### src/rtl/bwd_pkg.sv
package bwd_pkg;

  parameter int unsigned BWD_AW = 8;
  parameter int unsigned BWD_DW = 8;

  typedef logic [BWD_AW-1:0] addr_t;
  typedef logic [BWD_DW-1:0] word_t;

  typedef enum logic [1:0] {
    BANK_DEFAULT,
    BANK_XRAM,
    BANK_EEP,
    BANK_ILLEGAL
  } bank_e;

  typedef enum logic [2:0] {
    TGT_NONE,
    TGT_RAM,
    TGT_XRAM,
    TGT_EEP,
    TGT_REG
  } tgt_e;

  // classify a selector value into a bank
  function automatic bank_e classify_bank(input word_t v, input int xbit, input int ebit);
    word_t xmask;
    word_t emask;
    xmask = word_t'(1) << xbit;
    emask = word_t'(1) << ebit;
    if (v == '0)         return BANK_DEFAULT;
    else if (v == xmask) return BANK_XRAM;
    else if (v == emask) return BANK_EEP;
    else                 return BANK_ILLEGAL;
  endfunction

  // address lies in the banked low window
  function automatic logic in_window(input addr_t a, input int win_bits);
    return (a >> win_bits) == '0;
  endfunction

  // offset inside a page: only the low window bits survive
  function automatic addr_t window_offset(input addr_t a, input int win_bits);
    addr_t mask;
    mask = (addr_t'(1) << win_bits) - addr_t'(1);
    return a & mask;
  endfunction

endpackage

### src/rtl/bwd_bank_reg.sv
module bwd_bank_reg
  import bwd_pkg::*;
#(
  parameter addr_t REG_ADDR = 8'hE8
) (
  input  logic  clk,
  input  logic  rst_n,
  input  addr_t addr,
  input  word_t wdata,
  input  logic  wr_en,
  input  logic  bitop,
  output word_t bank_q,
  output logic  written
);

  logic reg_hit;
  logic load_evt;
  logic bitop_hit;

  assign reg_hit   = (addr == REG_ADDR);
  assign load_evt  = reg_hit && wr_en && !bitop;
  assign bitop_hit = reg_hit && wr_en && bitop;

  // selector contents: deliberately without reset
  always_ff @(posedge clk) begin
    if (load_evt) bank_q <= wdata;
  end

  // written status: the only reset state in the block
  always_ff @(posedge clk or negedge rst_n) begin
    if (!rst_n)        written <= 1'b0;
    else if (load_evt) written <= 1'b1;
  end


  bitop_no_load_chk: assert property (@(posedge clk) disable iff (!rst_n)
    bitop_hit |=> $stable(bank_q) && $stable(written));


  written_only_by_load_chk: assert property (@(posedge clk) disable iff (!rst_n)
    $rose(written) |-> $past(load_evt));


  load_takes_data_chk: assert property (@(posedge clk) disable iff (!rst_n)
    load_evt |=> bank_q == $past(wdata));

endmodule

### src/rtl/bwd_route.sv
module bwd_route
  import bwd_pkg::*;
#(
  parameter int    WIN_BITS = 6,
  parameter addr_t REG_ADDR = 8'hE8,
  parameter int    XRAM_BIT = 4,
  parameter int    EEP_BIT  = 0
) (
  input  logic  clk,
  input  logic  rst_n,
  input  addr_t addr,
  input  logic  rd_en,
  input  logic  wr_en,
  input  word_t bank_q,
  input  logic  written,
  output tgt_e  tgt,
  output addr_t local_addr,
  output logic  sel_err,
  output logic  ram_cs,
  output logic  xram_cs,
  output logic  eep_cs
);

  logic  win_hit;
  logic  reg_hit;
  logic  strobe;
  bank_e bank_cls;

  assign win_hit  = in_window(addr, WIN_BITS);
  assign reg_hit  = (addr == REG_ADDR);
  assign strobe   = rd_en || wr_en;
  assign bank_cls = classify_bank(bank_q, XRAM_BIT, EEP_BIT);
  assign sel_err  = written && (bank_cls == BANK_ILLEGAL);

  always_comb begin
    tgt = TGT_NONE;
    if (!strobe) begin
      tgt = TGT_NONE;
    end else if (reg_hit) begin
      tgt = TGT_REG;
    end else if (!win_hit) begin
      tgt = TGT_RAM;
    end else if (written) begin
      unique case (bank_cls)
        BANK_DEFAULT: tgt = TGT_RAM;
        BANK_XRAM:    tgt = TGT_XRAM;
        BANK_EEP:     tgt = TGT_EEP;
        default:      tgt = TGT_NONE;
      endcase
    end
  end

  assign ram_cs     = (tgt == TGT_RAM);
  assign xram_cs    = (tgt == TGT_XRAM);
  assign eep_cs     = (tgt == TGT_EEP);
  assign local_addr = win_hit ? window_offset(addr, WIN_BITS) : addr;


  one_select_chk: assert property (@(posedge clk) disable iff (!rst_n)
    $onehot0({ram_cs, xram_cs, eep_cs}));


  idle_no_select_chk: assert property (@(posedge clk) disable iff (!rst_n)
    !strobe |-> !(ram_cs || xram_cs || eep_cs));


  reg_no_select_chk: assert property (@(posedge clk) disable iff (!rst_n)
    reg_hit |-> !(ram_cs || xram_cs || eep_cs));


  illegal_blocks_window_chk: assert property (@(posedge clk) disable iff (!rst_n)
    (sel_err && win_hit) |-> !(ram_cs || xram_cs || eep_cs));


  unwritten_blocks_window_chk: assert property (@(posedge clk) disable iff (!rst_n)
    (!written && win_hit) |-> !(ram_cs || xram_cs || eep_cs));


  outside_goes_ram_chk: assert property (@(posedge clk) disable iff (!rst_n)
    (!win_hit && !reg_hit && strobe) |-> ram_cs);

endmodule

### src/rtl/bwd_rdmux.sv
module bwd_rdmux
  import bwd_pkg::*;
(
  input  tgt_e  tgt,
  input  logic  rd_en,
  input  word_t ram_rdata,
  input  word_t xram_rdata,
  input  word_t eep_rdata,
  output word_t rdata
);

  always_comb begin
    rdata = '0;
    if (rd_en) begin
      unique case (tgt)
        TGT_RAM:  rdata = ram_rdata;
        TGT_XRAM: rdata = xram_rdata;
        TGT_EEP:  rdata = eep_rdata;
        default:  rdata = '0;
      endcase
    end
  end

endmodule

### src/rtl/bank_window_decoder.sv
module bank_window_decoder
  import bwd_pkg::*;
#(
  parameter int         WIN_BITS = 6,
  parameter logic [7:0] REG_ADDR = 8'hE8,
  parameter int         XRAM_BIT = 4,
  parameter int         EEP_BIT  = 0
) (
  input  logic       clk,
  input  logic       rst_n,
  input  logic [7:0] addr,
  input  logic [7:0] wdata,
  input  logic       rd_en,
  input  logic       wr_en,
  input  logic       bitop,
  input  logic [7:0] ram_rdata,
  input  logic [7:0] xram_rdata,
  input  logic [7:0] eep_rdata,
  output logic       ram_cs,
  output logic       xram_cs,
  output logic       eep_cs,
  output logic [7:0] local_addr,
  output logic [7:0] rdata,
  output logic       sel_err,
  output logic       sel_unwritten
);

  word_t bank_q;
  logic  written;
  tgt_e  tgt;

  bwd_bank_reg #(.REG_ADDR(REG_ADDR)) u_reg (
    .clk     (clk),
    .rst_n   (rst_n),
    .addr    (addr),
    .wdata   (wdata),
    .wr_en   (wr_en),
    .bitop   (bitop),
    .bank_q  (bank_q),
    .written (written)
  );

  bwd_route #(
    .WIN_BITS (WIN_BITS),
    .REG_ADDR (REG_ADDR),
    .XRAM_BIT (XRAM_BIT),
    .EEP_BIT  (EEP_BIT)
  ) u_route (
    .clk        (clk),
    .rst_n      (rst_n),
    .addr       (addr),
    .rd_en      (rd_en),
    .wr_en      (wr_en),
    .bank_q     (bank_q),
    .written    (written),
    .tgt        (tgt),
    .local_addr (local_addr),
    .sel_err    (sel_err),
    .ram_cs     (ram_cs),
    .xram_cs    (xram_cs),
    .eep_cs     (eep_cs)
  );

  bwd_rdmux u_mux (
    .tgt        (tgt),
    .rd_en      (rd_en),
    .ram_rdata  (ram_rdata),
    .xram_rdata (xram_rdata),
    .eep_rdata  (eep_rdata),
    .rdata      (rdata)
  );

  assign sel_unwritten = !written;


  rdata_quiet_chk: assert property (@(posedge clk) disable iff (!rst_n)
    !rd_en |-> rdata == 8'h00);

endmodule

### config.mk
export PLATFORM = sky130hd
export DESIGN_NAME = bank_window_decoder
export DESIGN_NICKNAME = d
export VERILOG_FILES = /design/src/rtl/bwd_pkg.sv /design/src/rtl/bwd_bank_reg.sv /design/src/rtl/bwd_route.sv /design/src/rtl/bwd_rdmux.sv /design/src/rtl/bank_window_decoder.sv
export SDC_FILE = /design/constraint.sdc
export NUM_CORES = 1
export LEC_CHECK = 0
export BUFFER_PORTS_ARGS = -buffer_cell sky130_fd_sc_hd__buf_2
export CAP_MARGIN = 20
export CORE_MARGIN = 2
export CORE_UTILIZATION = 35
export DETAILED_ROUTE_END_ITERATION = 10
export PLACE_DENSITY = 0.79
export SYNTH_ARGS = -nofsm -noshare
export SYNTH_HDL_FRONTEND = slang
export SYNTH_SLANG_ARGS = --single-unit
### constraint.sdc
create_clock -name clk -period 3.3 [get_ports clk]
set_clock_uncertainty 0.1 [all_clocks]
set_input_delay 0.165 -clock clk [delete_from_list [all_inputs] [get_ports clk]]
set_output_delay 0.165 -clock clk [all_outputs]
set_load 0.05 [all_outputs]
==> key figures, run 1 <==
Synth
  – Area leader, netlist: sky130_fd_sc_hd__edfxtp_1
  – Multiplexer share of the synthesized area: 12.03%
  – Portion of synthesized cell area occupied by the leading cell type: 36.09%
  – Yosys warnings: 0
  – Syn avg cell area: ~10 um2
  – Synthesized cell area: 665.6 um2
  – Area share of fa/ha/maj cells after synthesis: 1.880%
  – Post-synthesis simple-gate area fraction: 17.48%
  – Area fraction in compound gates after synthesis: 14.29%
  – Synthesized Nets: 110
  – Area share of xor/xnor cells in the synthesized design: 0%
  – Part of the Yosys area used for sequential elements: 39.85%
  – Synthesized instance count: 64
  – Post-synthesis cell type count: 24
  – Seq cells post-synth: 9
  – Largest cells by area after synthesis: sky130_fd_sc_hd__edfxtp_1, sky130_fd_sc_hd__mux2i_1, sky130_fd_sc_hd__o32ai_1, sky130_fd_sc_hd__buf_4, sky130_fd_sc_hd__inv_1
  – Dominant combinational cell family by area after synthesis: simple AND/OR/NAND/NOR gates

Worst setup path
  – Critical Path Source Type: register
  – CP Class: register to output port
  – Crit path max fanout: 6
  – CP endpoint kind: output port
  – Crit path required time: between 3 and 4 ns
  – Crit path arrival time: slightly below 3 ns
  – Register-to-register path setup slack: 2.38 ns

STA
  – Max-slew violations: 0
  – Final setup violation count: 0
  – Setup tns final: 0 ns
  – Fraction of the cycle the final worst path needs: roughly 97%
  – Worst rel slew slack: 51.00%
  – Worst-case setup margin in the final layout: 0.09927 ns
  – Actual transition at the worst max-transition pin: 0.7351 ns
  – Final Hold Vio Count: 0
  – Final worst path period need: 3.201 ns
  – Maximum operating frequency: between 0.3 and 0.4 GHz

GRT
  – Pin count of the biggest net entering global routing: 12
  – Global-route wire length before repair: around 3300 um
  – Final global-route overflow total: 0
  – Number of antenna violations at the first check in global routing: 0
  – Overall fraction of global-route tracks in use: 21.54%
  – Via count of the first global-routing pass: ~800

Floorplanning
  – Vertical die dimension: about 48 um
  – Core box area: 1764 um2
  – Row Count: 15
  – I/O pin cnt: 66
  – DIE WIDTH: 47.61 um
  – Die outline area: 2267 um2
  – Starting density of the core: between 30% and 40%

Power
  – PwrDens: 252.3 nW/um2
  – Leakage: approximately 0.60 nW
  – Peak ir drop on the vdd network: around 0.00023 V

Clock network
  – Sinks on Clock Net: 9
  – CTS tree: yes
  – Buffer depth of the longest clock path: 2
  – TritonCTS Buffers: 3
  – Latest clock arrival within the worst-skew pair: 0.26 ns
  – Cell chosen for the clock root: sky130_fd_sc_hd__clkbuf_4
  – Clk slew on worst S/H paths: 0.06 ns
  – H-tree level count: 1

Cells and area
  – ANT cells: 0
  – Most frequent standard cell in the layout excluding fill and tap cells: sky130_fd_sc_hd__buf_2
  – Total of fill cells in the finished design: 129
  – Nets: 185
  – Synth-to-layout area growth: 105.8%
  – Top library cells by usage in the layout, fill and taps aside: sky130_fd_sc_hd__buf_2, sky130_fd_sc_hd__inv_1, sky130_fd_sc_hd__dlygate4sd3_1
  – Fraction of layout instances using a drive strength above 1: 70.29%

Detailed routing
  – Iteration count of the initial detailed-routing pass: 4
  – Starting DRC count in detailed routing: 6
  – Post-DR vias/cell: 4.877
  – Vias: about 800
  – Remaining DRCs: 0
  – Wire length per cell after detailed routing: 14.78 um
  – Post-route antenna net violation count: 0
  – Post-Route WL: 2409 um

Hold path
  – Worst hold-check path type: input port to async pin

Outcome
  – Outcome: finished clean

Place
  – Port buffer count: 65
  – Pre-CTS setup slack: 0.05018 ns
  – Last weighted congestion value of the routability-driven placer: 0.6238
  – Detail Placement HPWL: 1577 um

Flow run
  – Max-cap violation count: 0
## cells in the mapped netlist
master                     number
sky130_fd_sc_hd__and2_1         1
sky130_fd_sc_hd__and3b_1        1
sky130_fd_sc_hd__buf_2          2
sky130_fd_sc_hd__buf_4          6
sky130_fd_sc_hd__clkbuf_1       2
sky130_fd_sc_hd__dfrtp_1        1
sky130_fd_sc_hd__edfxtp_1       8
sky130_fd_sc_hd__ha_1           1
sky130_fd_sc_hd__inv_1          9
sky130_fd_sc_hd__mux2i_1        8
sky130_fd_sc_hd__nand4b_1       1
sky130_fd_sc_hd__nor2_1         3
sky130_fd_sc_hd__nor3b_1        1
sky130_fd_sc_hd__nor4_1         1
sky130_fd_sc_hd__nor4b_1        1
sky130_fd_sc_hd__nor4bb_1       1
sky130_fd_sc_hd__o21ai_1        1
sky130_fd_sc_hd__o311ai_1       1
sky130_fd_sc_hd__o32ai_1        8
sky130_fd_sc_hd__o41a_1         1
sky130_fd_sc_hd__or2_2          2
sky130_fd_sc_hd__or3_2          2
sky130_fd_sc_hd__or4_4          1
sky130_fd_sc_hd__or4b_2         1
## critical path: stages (launching register included)
cell	delay (ns)
sky130_fd_sc_hd__edfxtp_1	0.36
sky130_fd_sc_hd__or4_4	0.55
sky130_fd_sc_hd__or3_4	0.41
sky130_fd_sc_hd__ha_4	0.27
sky130_fd_sc_hd__nor4bb_4	0.19
sky130_fd_sc_hd__buf_6	0.17
sky130_fd_sc_hd__buf_12	0.14
sky130_fd_sc_hd__mux2i_4	0.25
sky130_fd_sc_hd__o32ai_4	0.09
sky130_fd_sc_hd__buf_4	0.23
## registers in the layout, summed over array words and instances (netlist names)
signal / count
u_reg.bank_q: 8
u_reg.written: 1
## per-stage QoR
step                instance area [um2]  power (mW)  hold slack, ns  utilization (%)  instances
floorplan                         780.7      0.2065         -0.2306                -         64
global placement                   1117      0.2407         -0.1610            63.33        147
detailed placement                 1117      0.2428         -0.1583            63.33        147
CTS                                1344      0.3408          0.1013            76.17        163
global route                       1370      0.3648          0.1138            77.66        163
finish                             1370      0.3457          0.1070            77.66        163
## worst paths after layout
path	from	to	cells past startpoint
worst max register to register	u_reg.written	u_reg.written	1
worst max-delay path	u_reg.bank_q[1]	rdata[1]	9
max in group asynchronous	rst_n	u_reg.written	2
worst min-delay path	rst_n	u_reg.written	2
min in group clk	bitop	u_reg.bank_q[6]	3
worst min register to register	u_reg.written	u_reg.written	1
## metal layers
layer | track usage (%) | routed length, um | share of wire (%) | up-vias
met5 | 0 | 0 | 0 | -
met4 | 8.108 | 0 | 0 | 0
met3 | 4.528 | 140 | 5.8 | 0
met2 | 43.78 | 1435 | 60 | 39
met1 | 20.66 | 834 | 35 | 368
li1 | - | - | - | 388
## final cells by class
type | instances | area [um2] | share of cell area (%)
well taps | 25 | 31.28 | 2.283
inverters | 9 | 33.78 | 2.466
multi-input cells | 36 | 485.5 | 35.43
repair buffers | 80 | 528.0 | 38.54
clock buffers | 4 | 26.28 | 1.918
flip-flops and latches | 9 | 265.3 | 19.36
## kinds of logic after synthesis
logic type      count (synthesis)
buf+inv                        19
simple gates                   16
compound gates                 11
flops                           9
mux                             8
fa+ha+maj                       1
## power breakdown
group	leakage (nW)	internal [mW]	switching (mW)
logic	0.499	0.0541	0.0788
registers	0.0857	0.125	0.000608
clock network	0.0150	0.0468	0.0408
## repair_timing
item / 4_1_cts / 5_1_grt
setup endpoints to repair: 8 / 4
gates resized for setup: 13 / 10
hold buffers: 9 / 0
buffers inserted: 2 / 0
pin swaps: 3 / 5
gates cloned: 1 / 0
endpoints found under the hold margin: 9 / 0
No activity file was read; power rests on OpenSTA's default activity.
==> run 2, diff against run 1 <==
--- a/config.mk
+++ b/config.mk
@@ -8,9 +8,11 @@
 export BUFFER_PORTS_ARGS = -buffer_cell sky130_fd_sc_hd__buf_2
 export CAP_MARGIN = 20
 export CORE_MARGIN = 2
-export CORE_UTILIZATION = 35
+export CORE_UTILIZATION = 41
+export CTS_CLUSTER_DIAMETER = 150
 export DETAILED_ROUTE_END_ITERATION = 10
-export PLACE_DENSITY = 0.79
+export PLACE_DENSITY = 0.85
 export SYNTH_ARGS = -nofsm -noshare
 export SYNTH_HDL_FRONTEND = slang
+export SYNTH_HIERARCHICAL = 1
 export SYNTH_SLANG_ARGS = --single-unit
==> constraint.sdc (replaced) <==
create_clock -name clk -period 3.7 [get_ports clk]
set_clock_uncertainty 0.1 [all_clocks]
set_input_delay 0.185 -clock clk [delete_from_list [all_inputs] [get_ports clk]]
set_output_delay 0.185 -clock clk [all_outputs]
set_load 0.05 [all_outputs]
==> run 2 against run 1 <==
Effect of this change: clock power is 19% lower; critical path type unchanged; power decreased by 19%; non-clock buffer count is 9 lower; global-route usage down 5.8 points; largest power group is now sequential cells.
==> key figures, run 2 <==
Worst setup path
  – Crit path arrival time: 3.03 ns (was 2.94 ns)
  – Crit path required time: 3.41 ns (was 3.03 ns)
  – Reg2reg end: u_reg/written (was u_reg.written)
  – Depth of the worst register-to-register path: 2 (was 1)
  – Crit path max fanout: 16 (was 6)
  – Critical register-to-register path startpoint: u_reg/written (was u_reg.written)
  – Critical Path Source Type: register (unchanged)
  – CP endpoint kind: output port (unchanged)
  – CP Class: register to output port (unchanged)
  – Register-to-register path setup slack: 2.94 ns (was 2.38 ns)

Place
  – Last weighted congestion value of the routability-driven placer: 0.7248 (was 0.6238)
  – Detail Placement HPWL: 1642 um (was 1577 um)
  – Placed cell count: 155 (was 147)
  – Pre-CTS setup slack: 0.6391 ns (was 0.05018 ns)
  – Port buffer count: 65 (unchanged)

STA
  – Actual transition at the worst max-transition pin: 1.025 ns (was 0.7351 ns)
  – Worst-case setup margin in the final layout: 0.3813 ns (was 0.09927 ns)
  – Final worst path period need: 3.319 ns
  – Fraction of the cycle the final worst path needs: about nine tenths
  – Unrepaired setup endpoints after global routing: false
  – Final setup violation count: 0 (unchanged)
  – Final Hold Vio Count: 0 (unchanged)
  – Worst rel slew slack: 31.14% (was 51.00%)
  – Final-layout worst hold slack: 0.008547 ns (was 0.1070 ns)
  – Maximum operating frequency: 0.3013 GHz
  – Max-slew violations: 0 (unchanged)
  – Setup tns final: 0 ns (unchanged)

Synth
  – Share of flip-flops with an asynchronous set or reset: 11.11% (unchanged)
  – EDFF count, synth: 8 (unchanged)
  – Multiplexer share of the synthesized area: 10.22% (was 12.03%)
  – Synthesized Nets: 121 (was 110)
  – Area share of fa/ha/maj cells after synthesis: 1.597% (was 1.880%)
  – Most used DFF post-synth: sky130_fd_sc_hd__edfxtp_1 (unchanged)
  – Yosys warnings: 6 (was 0)
  – Part of the Yosys area used for sequential elements: 33.87% (was 39.85%)
  – Post-synthesis cell type count: 30 (was 24)
  – Most used standard cells in the synthesized netlist: sky130_fd_sc_hd__a211oi_1, sky130_fd_sc_hd__a21oi_1, sky130_fd_sc_hd__edfxtp_1, sky130_fd_sc_hd__mux2i_1, sky130_fd_sc_hd__buf_4 (was sky130_fd_sc_hd__inv_1, sky130_fd_sc_hd__edfxtp_1, sky130_fd_sc_hd__mux2i_1, sky130_fd_sc_hd__o32ai_1, sky130_fd_sc_hd__buf_4)
  – Area fraction in compound gates after synthesis: 17.89% (was 14.29%)
  – Seq cells post-synth: 9 (unchanged)
  – Area share of xor/xnor cells in the synthesized design: 0% (unchanged)
  – Post-synthesis simple-gate area fraction: 21.73% (was 17.48%)
  – Synthesized instance count: 75 (was 64)
  – Syn avg cell area: 10.44 um2 (was 10.40 um2)
  – Area leader, netlist: sky130_fd_sc_hd__edfxtp_1 (unchanged)
  – Synthesized cell area: 783.3 um2 (was 665.6 um2)
  – Largest cells by area after synthesis: sky130_fd_sc_hd__edfxtp_1, sky130_fd_sc_hd__mux2i_1, sky130_fd_sc_hd__a211oi_1, sky130_fd_sc_hd__buf_4, sky130_fd_sc_hd__a21oi_1 (was sky130_fd_sc_hd__edfxtp_1, sky130_fd_sc_hd__mux2i_1, sky130_fd_sc_hd__o32ai_1, sky130_fd_sc_hd__buf_4, sky130_fd_sc_hd__inv_1)
  – Portion of synthesized cell area occupied by the leading cell type: 30.67% (was 36.09%)
  – Dominant combinational cell family by area after synthesis: simple AND/OR/NAND/NOR gates (unchanged)

Cells and area
  – Largest register FFs: 8 (unchanged)
  – Most frequent standard cell in the layout excluding fill and tap cells: sky130_fd_sc_hd__buf_2 (unchanged)
  – Largest Register: u_reg/bank_q (was u_reg.bank_q)
  – Synth-to-layout area growth: 43.13% (was 105.8%)
  – ANT cells: 0 (unchanged)
  – Nets: 185 (unchanged)
  – Fraction of layout instances using a drive strength above 1: 57.97% (was 70.29%)
  – Non-filler instance count after layout: 163 (unchanged)
  – Top library cells by usage in the layout, fill and taps aside: sky130_fd_sc_hd__buf_2, sky130_fd_sc_hd__mux2i_1, sky130_fd_sc_hd__a21oi_1, sky130_fd_sc_hd__a211oi_1, sky130_fd_sc_hd__edfxtp_1 (was sky130_fd_sc_hd__buf_2, sky130_fd_sc_hd__inv_1, sky130_fd_sc_hd__dlygate4sd3_1)
  – Biggest regs: u_reg/bank_q: 8 flops, u_reg/written: 1 flops (was u_reg.bank_q: 8 flops, u_reg.written: 1 flops)

Detailed routing
  – Starting DRC count in detailed routing: 4 (was 6)
  – Post-route antenna net violation count: 0 (unchanged)
  – Iteration count of the initial detailed-routing pass: 4 (unchanged)
  – Post-Route WL: 1984 um (was 2409 um)
  – Vias: 811 (was 795)
  – Post-DR vias/cell: 4.975 (was 4.877)
  – Remaining DRCs: 0 (unchanged)
  – Wire length per cell after detailed routing: 12.17 um (was 14.78 um)

GRT
  – Final global-route overflow total: 0 (unchanged)
  – Pin count of the biggest net entering global routing: 18 (was 12)
  – Overall fraction of global-route tracks in use: 15.71% (was 21.54%)
  – Via count of the first global-routing pass: 659 (was 802)
  – Number of antenna violations at the first check in global routing: 0 (unchanged)
  – Global-route wire length before repair: 2525 um (was 3346 um)

Hold path
  – HP Start: wdata[1]
  – Worst hold path cell count: 1
  – Capture endpoint of the worst hold path: u_reg/bank_q[1]
  – Worst hold-check path type: input port to register (was input port to async pin)

Clock network
  – Sinks on Clock Net: 9 (unchanged)
  – CTS tree: yes (unchanged)
  – Latest clock arrival within the worst-skew pair: 0.24 ns (was 0.26 ns)
  – Buffer depth of the longest clock path: 2 (unchanged)
  – Cell chosen for the clock root: sky130_fd_sc_hd__clkbuf_4 (unchanged)
  – TritonCTS Buffers: 3 (unchanged)
  – Quantity of gates resized following cts: 0 (was 13)
  – H-tree level count: 1 (unchanged)
  – Clk slew on worst S/H paths: 0.06 ns (about the same)

Power
  – Power dissipated by switching net loads: 0.09246 mW (was 0.1202 mW)
  – Part of the total power dissipated in the clock network: 25.2% (was 25.3%)
  – Sw Share: 33.03% (was 34.78%)
  – Internal power summed over all cells: 0.1875 mW (was 0.2255 mW)
  – Leakage: 0.5182 nW (was 0.5995 nW)
  – Share of total power in combinational logic: 35.2% (was 38.4%)
  – Peak ir drop on the vdd network: 0.0002222 V (was 0.0002278 V)
  – PwrDens: 249.7 nW/um2 (was 252.3 nW/um2)
  – Fraction of power consumed by sequential logic: 39.6% (was 36.2%)

Floorplanning
  – Row Count: 15 (unchanged)
  – I/O pin cnt: 66 (unchanged)
  – DIE WIDTH: 47.71 um (was 47.61 um)
  – Vertical die dimension: 47.71 um (was 47.61 um)
  – Core box area: 1764 um2 (unchanged)
  – Die outline area: 2276 um2 (was 2267 um2)
  – Starting density of the core: 44.40% (was 37.73%)

Outcome
  – Outcome: finished clean (unchanged)

Flow run
  – Max-cap violation count: 0 (unchanged)
==> run 2: cell count changes after synthesis, sizes merged, moves of 2 or more <==
| cell | change |
|---|---|
| a211oi | +8 |
| a21oi | +8 |
| o32ai | -8 |
| inv | -5 |
| nor2b | +3 |
| buf | +2 |
| nand2 | +2 |
| nor3 | +2 |
| nor4 | +2 |
| or3 | -2 |
==> run 2: area by class of cell <==
type                    count  area [um2]
repair buffers             71       380.4
clock buffers               4       26.28
fillers                   173       643.1
multi-input cells          50       402.9
inverters                   4       15.01
well taps                  25       31.28
flip-flops and latches      9       265.3
==> run 2: routing by layer <==
metal	up-vias	part of all wire, %	routed length (um)	track usage (%)
li1	404	-	-	-
met1	358	36	719	17.33
met2	47	52	1031	30.67
met3	2	11	215	3.019
met4	0	0.91	18	3.243
met5	-	0	0	0
==> run 2: stage by stage <==
stage / utilization [%] / area [um2] / power [mW]
2_1_floorplan: - / 783.3 / 0.1770
4_1_cts: 62.41 / 1101 / 0.2821
3_3_place_gp: 59.79 / 1055 / 0.2063
3_5_place_dp: 59.79 / 1055 / 0.2087
6_report: 63.55 / 1121 / 0.2799
5_1_grt: 63.55 / 1121 / 0.2960
==> run 2: critical path, stage by stage (launching register included) <==
cell and delay [ns]:
sky130_fd_sc_hd__edfxtp_1 0.41, sky130_fd_sc_hd__nor4_4 0.32, sky130_fd_sc_hd__nand2_1 0.10, sky130_fd_sc_hd__or2_2 0.29
sky130_fd_sc_hd__ha_1 0.29, sky130_fd_sc_hd__and4bb_2 0.24, sky130_fd_sc_hd__o21ai_0 0.14, sky130_fd_sc_hd__inv_1 0.10
sky130_fd_sc_hd__buf_4 0.22, sky130_fd_sc_hd__mux2i_1 0.14, sky130_fd_sc_hd__a211oi_1 0.24, sky130_fd_sc_hd__buf_2 0.30
==> run 2: worst max-delay path by stage <==
stage,start,end,cells past startpoint
2_1_floorplan,u_reg/bank_q[1],rdata[5],11
3_3_place_gp,u_reg/bank_q[1],rdata[0],11
3_5_place_dp,u_reg/bank_q[1],rdata[6],10
4_1_cts,u_reg/bank_q[1],rdata[6],10
5_1_grt,u_reg/bank_q[1],rdata[5],10
6_report,u_reg/bank_q[1],rdata[5],11
==> run 2: logic make-up after synthesis <==
logic type | Yosys count
AO/OA/AOI/OAI | 20
buffers and inverters | 16
flip-flops | 9
AND/OR/NAND/NOR | 21
adder cells (fa/ha/maj) | 1
multiplexers | 8
==> run 2: power by group through the flow <==
| stage | Clock [mW] | Sequential [mW] | Combinational [mW] |
|---|---|---|---|
| 6_report | 0.0706 | 0.111 | 0.0985 |
| 4_1_cts | 0.0735 | 0.111 | 0.0978 |
| 3_3_place_gp | 0 | 0.113 | 0.0934 |
| 5_1_grt | 0.0799 | 0.111 | 0.105 |
| 3_5_place_dp | 0 | 0.113 | 0.0958 |
| 2_1_floorplan | 0 | 0.113 | 0.0641 |
==> run 2: timing repair <==
item | in CTS | in global routing
endpoints found under the hold margin | 2 | 2
buffers inserted | 0 | 0
hold buffers | 2 | 2
==> run 3, diff against run 2 <==
--- a/config.mk
+++ b/config.mk
@@ -11,7 +11,8 @@
 export CORE_UTILIZATION = 41
 export CTS_CLUSTER_DIAMETER = 150
 export DETAILED_ROUTE_END_ITERATION = 10
-export PLACE_DENSITY = 0.85
+export PLACE_DENSITY_LB_ADDON = 0.3
+export SETUP_SLACK_MARGIN = 0.4
 export SYNTH_ARGS = -nofsm -noshare
 export SYNTH_HDL_FRONTEND = slang
 export SYNTH_HIERARCHICAL = 1
==> run 3 against run 2 <==
Effect of this change: via count fell by 0.74%; die area unchanged; fmax increased by 5.1%; routed wire length decreased by 4.2%; cell area up 7.9%; power up 4.8%; cell count up 3.1%; critical path depth stayed put; combinational power is 9% higher; sequential share of layout area down 1.7 points; worst setup slack improved by 0.16 ns; largest cell class is now buffers; largest power group unchanged.
==> key figures, run 3 (synthesized netlist as in run 2, its figures left out) <==
Cells and area
  – Synth-to-layout area growth: 54.47% (was 43.13%)
  – Nets: 190 (was 185)
  – Post-route core utilization: 68.58% (was 63.55%)
  – Largest register FFs: 8 (unchanged)
  – ANT cells: 0 (unchanged)
  – Total of fill cells in the finished design: 165 (was 173)
  – Top library cells by usage in the layout, fill and taps aside: sky130_fd_sc_hd__buf_2, sky130_fd_sc_hd__buf_4, sky130_fd_sc_hd__mux2i_1, sky130_fd_sc_hd__a21oi_1, sky130_fd_sc_hd__edfxtp_1 (was sky130_fd_sc_hd__buf_2, sky130_fd_sc_hd__mux2i_1, sky130_fd_sc_hd__a21oi_1, sky130_fd_sc_hd__a211oi_1, sky130_fd_sc_hd__edfxtp_1)
  – Most frequent standard cell in the layout excluding fill and tap cells: sky130_fd_sc_hd__buf_2 (unchanged)
  – Largest Register: u_reg/bank_q (unchanged)
  – Biggest regs: u_reg/bank_q: 8 flops, u_reg/written: 1 flops (unchanged)
  – Fraction of layout instances using a drive strength above 1: 60.84% (was 57.97%)

STA
  – Max-slew violations: 0 (unchanged)
  – Worst-case setup margin in the final layout: 0.5410 ns (was 0.3813 ns)
  – Actual transition at the worst max-transition pin: 0.9455 ns (was 1.025 ns)
  – Maximum operating frequency: 0.3166 GHz (was 0.3013 GHz)
  – Final worst path period need: 3.159 ns (was 3.319 ns)
  – Final setup violation count: 0 (unchanged)
  – Setup tns final: 0 ns (unchanged)
  – Worst rel slew slack: 36.48% (was 31.14%)
  – Final Hold Vio Count: 0 (unchanged)
  – Unrepaired setup endpoints after global routing: false (unchanged)
  – Fraction of the cycle the final worst path needs: 85.38% (was 89.69%)

Clock network
  – Clk slew on worst S/H paths: 0.06 ns (about the same)
  – Sinks on Clock Net: 9 (unchanged)
  – Latest clock arrival within the worst-skew pair: 0.26 ns (was 0.24 ns)
  – Cell chosen for the clock root: sky130_fd_sc_hd__clkbuf_4 (unchanged)
  – H-tree level count: 1 (unchanged)
  – TritonCTS Buffers: 3 (unchanged)
  – Buffer depth of the longest clock path: 2 (unchanged)
  – CTS tree: yes (unchanged)

Worst setup path
  – Crit path max fanout: 16 (unchanged)
  – Register-to-register path setup slack: 2.93 ns (was 2.94 ns)
  – Crit path arrival time: 2.87 ns (was 3.03 ns)
  – Critical Path Source Type: register (unchanged)
  – Crit path required time: 3.41 ns (about the same)
  – CP Class: register to output port (unchanged)
  – CP endpoint kind: output port (unchanged)

GRT
  – Final global-route overflow total: 0 (unchanged)
  – Overall fraction of global-route tracks in use: 14.01% (was 15.71%)
  – Via count of the first global-routing pass: 616 (was 659)
  – Global-route wire length before repair: 2228 um (was 2525 um)
  – Pin count of the biggest net entering global routing: 18 (unchanged)
  – Number of antenna violations at the first check in global routing: 0 (unchanged)

Detailed routing
  – Wire length per cell after detailed routing: 11.32 um (was 12.17 um)
  – Post-route antenna net violation count: 0 (unchanged)
  – Starting DRC count in detailed routing: 3 (was 4)
  – Post-DR vias/cell: 4.792 (was 4.975)
  – Post-Route WL: 1901 um (was 1984 um)
  – Vias: 805 (was 811)
  – Iteration count of the initial detailed-routing pass: 4 (unchanged)
  – Remaining DRCs: 0 (unchanged)

Place
  – Port buffer count: 65 (unchanged)
  – Last weighted congestion value of the routability-driven placer: 0.6612 (was 0.7248)
  – Pre-CTS setup slack: 0.6553 ns (was 0.6391 ns)
  – Detail Placement HPWL: 1504 um (was 1642 um)

Floorplanning
  – Starting density of the core: 44.40% (unchanged)
  – Core box area: 1764 um2 (unchanged)
  – DIE WIDTH: 47.71 um (unchanged)
  – I/O pin cnt: 66 (unchanged)
  – Die outline area: 2276 um2 (unchanged)
  – Vertical die dimension: 47.71 um (unchanged)
  – Row Count: 15 (unchanged)

Hold path
  – Worst hold-check path type: input port to register (unchanged)

Flow run
  – Max-cap violation count: 0 (unchanged)

Power
  – Peak ir drop on the vdd network: 0.0002321 V (was 0.0002222 V)
  – PwrDens: 242.4 nW/um2 (was 249.7 nW/um2)
  – Total power after layout: 0.2933 mW (was 0.2799 mW)
  – Leakage: 0.5444 nW (was 0.5182 nW)

Outcome
  – Outcome: finished clean (unchanged)
[run 3: changes by cell type in the layout (fill, tap and decap cells not counted)]
cell | before | now
sky130_fd_sc_hd__a211oi_2 | 0 | 3
sky130_fd_sc_hd__o21ai_0 | 1 | 0
sky130_fd_sc_hd__buf_4 | 2 | 10
sky130_fd_sc_hd__o21ai_2 | 0 | 1
sky130_fd_sc_hd__buf_2 | 65 | 57
sky130_fd_sc_hd__nor3_1 | 2 | 1
sky130_fd_sc_hd__dlygate4sd3_1 | 4 | 7
sky130_fd_sc_hd__a211oi_1 | 8 | 5
sky130_fd_sc_hd__clkbuf_4 | 3 | 5
sky130_fd_sc_hd__nor3_2 | 0 | 1
[run 3: area by class of cell]
cell class / instances / area, um2 / area share [%]
Multi-Input combinational cell: 50 / 426.7 / 35.26
Tap cell: 25 / 31.28 / 2.585
Timing Repair Buffer: 76 / 445.4 / 36.81
Sequential cell: 9 / 265.3 / 21.92
Inverter: 4 / 15.01 / 1.241
Clock buffer: 4 / 26.28 / 2.172
[run 3: timing repair]
item / in CTS / in global routing
gates resized for setup: 1 / 15
pin swaps: 1 / 1
hold endpoints to repair: 3 / 4
hold buffers: 3 / 4
endpoints found under the setup margin: 1 / 8
setup buffers: 1 / 1
[run 3: worst paths after layout]
check,start,to,cells past startpoint
worst max register to register,u_reg/written,u_reg/written,2
min in group asynchronous,rst_n,u_reg/written,2
worst max-delay path,u_reg/bank_q[5],rdata[0],11
worst min register to register,u_reg/written,u_reg/written,2
worst min-delay path,wdata[3],u_reg/bank_q[3],1
max in group asynchronous,rst_n,u_reg/written,2
[run 3: critical path, stage by stage (launching register included)]
cell,delay (ns)
sky130_fd_sc_hd__edfxtp_1,0.41
sky130_fd_sc_hd__nor4_4,0.31
sky130_fd_sc_hd__nand2_1,0.08
sky130_fd_sc_hd__or2_2,0.28
sky130_fd_sc_hd__ha_1,0.28
sky130_fd_sc_hd__and4bb_2,0.25
sky130_fd_sc_hd__o21ai_2,0.08
sky130_fd_sc_hd__inv_1,0.07
sky130_fd_sc_hd__buf_4,0.20
sky130_fd_sc_hd__mux2i_1,0.14
sky130_fd_sc_hd__a211oi_1,0.26
sky130_fd_sc_hd__buf_4,0.24
[run 3: metrics by stage]
stage                     hold slack [ns]  std cells  cell area (um2)
after floorplan                   -0.2106         75            793.3
after global placement            -0.1361        155             1070
after detailed placement          -0.1377        155             1070
after CTS                       0.0005474        163             1136
after global routing            -0.004494        168             1210
final                            0.001837        168             1210
[run 3: routing by layer]
| layer | part of all wire [%] | GRT usage (%) | vias up |
|---|---|---|---|
| met5 | 0 | 0 | - |
| li1 | - | - | 410 |
| met4 | 1.8 | 6.486 | 0 |
| met2 | 53 | 30.13 | 48 |
| met3 | 9.6 | 2.264 | 4 |
| met1 | 35 | 11.71 | 343 |
[run 3: power breakdown]
| group | switching [mW] | leakage, nW | internal (mW) |
|---|---|---|---|
| combinational | 0.0654 | 0.449 | 0.0419 |
| clock | 0.0337 | 0.0150 | 0.0415 |
| sequential | 0.0000588 | 0.0806 | 0.111 |
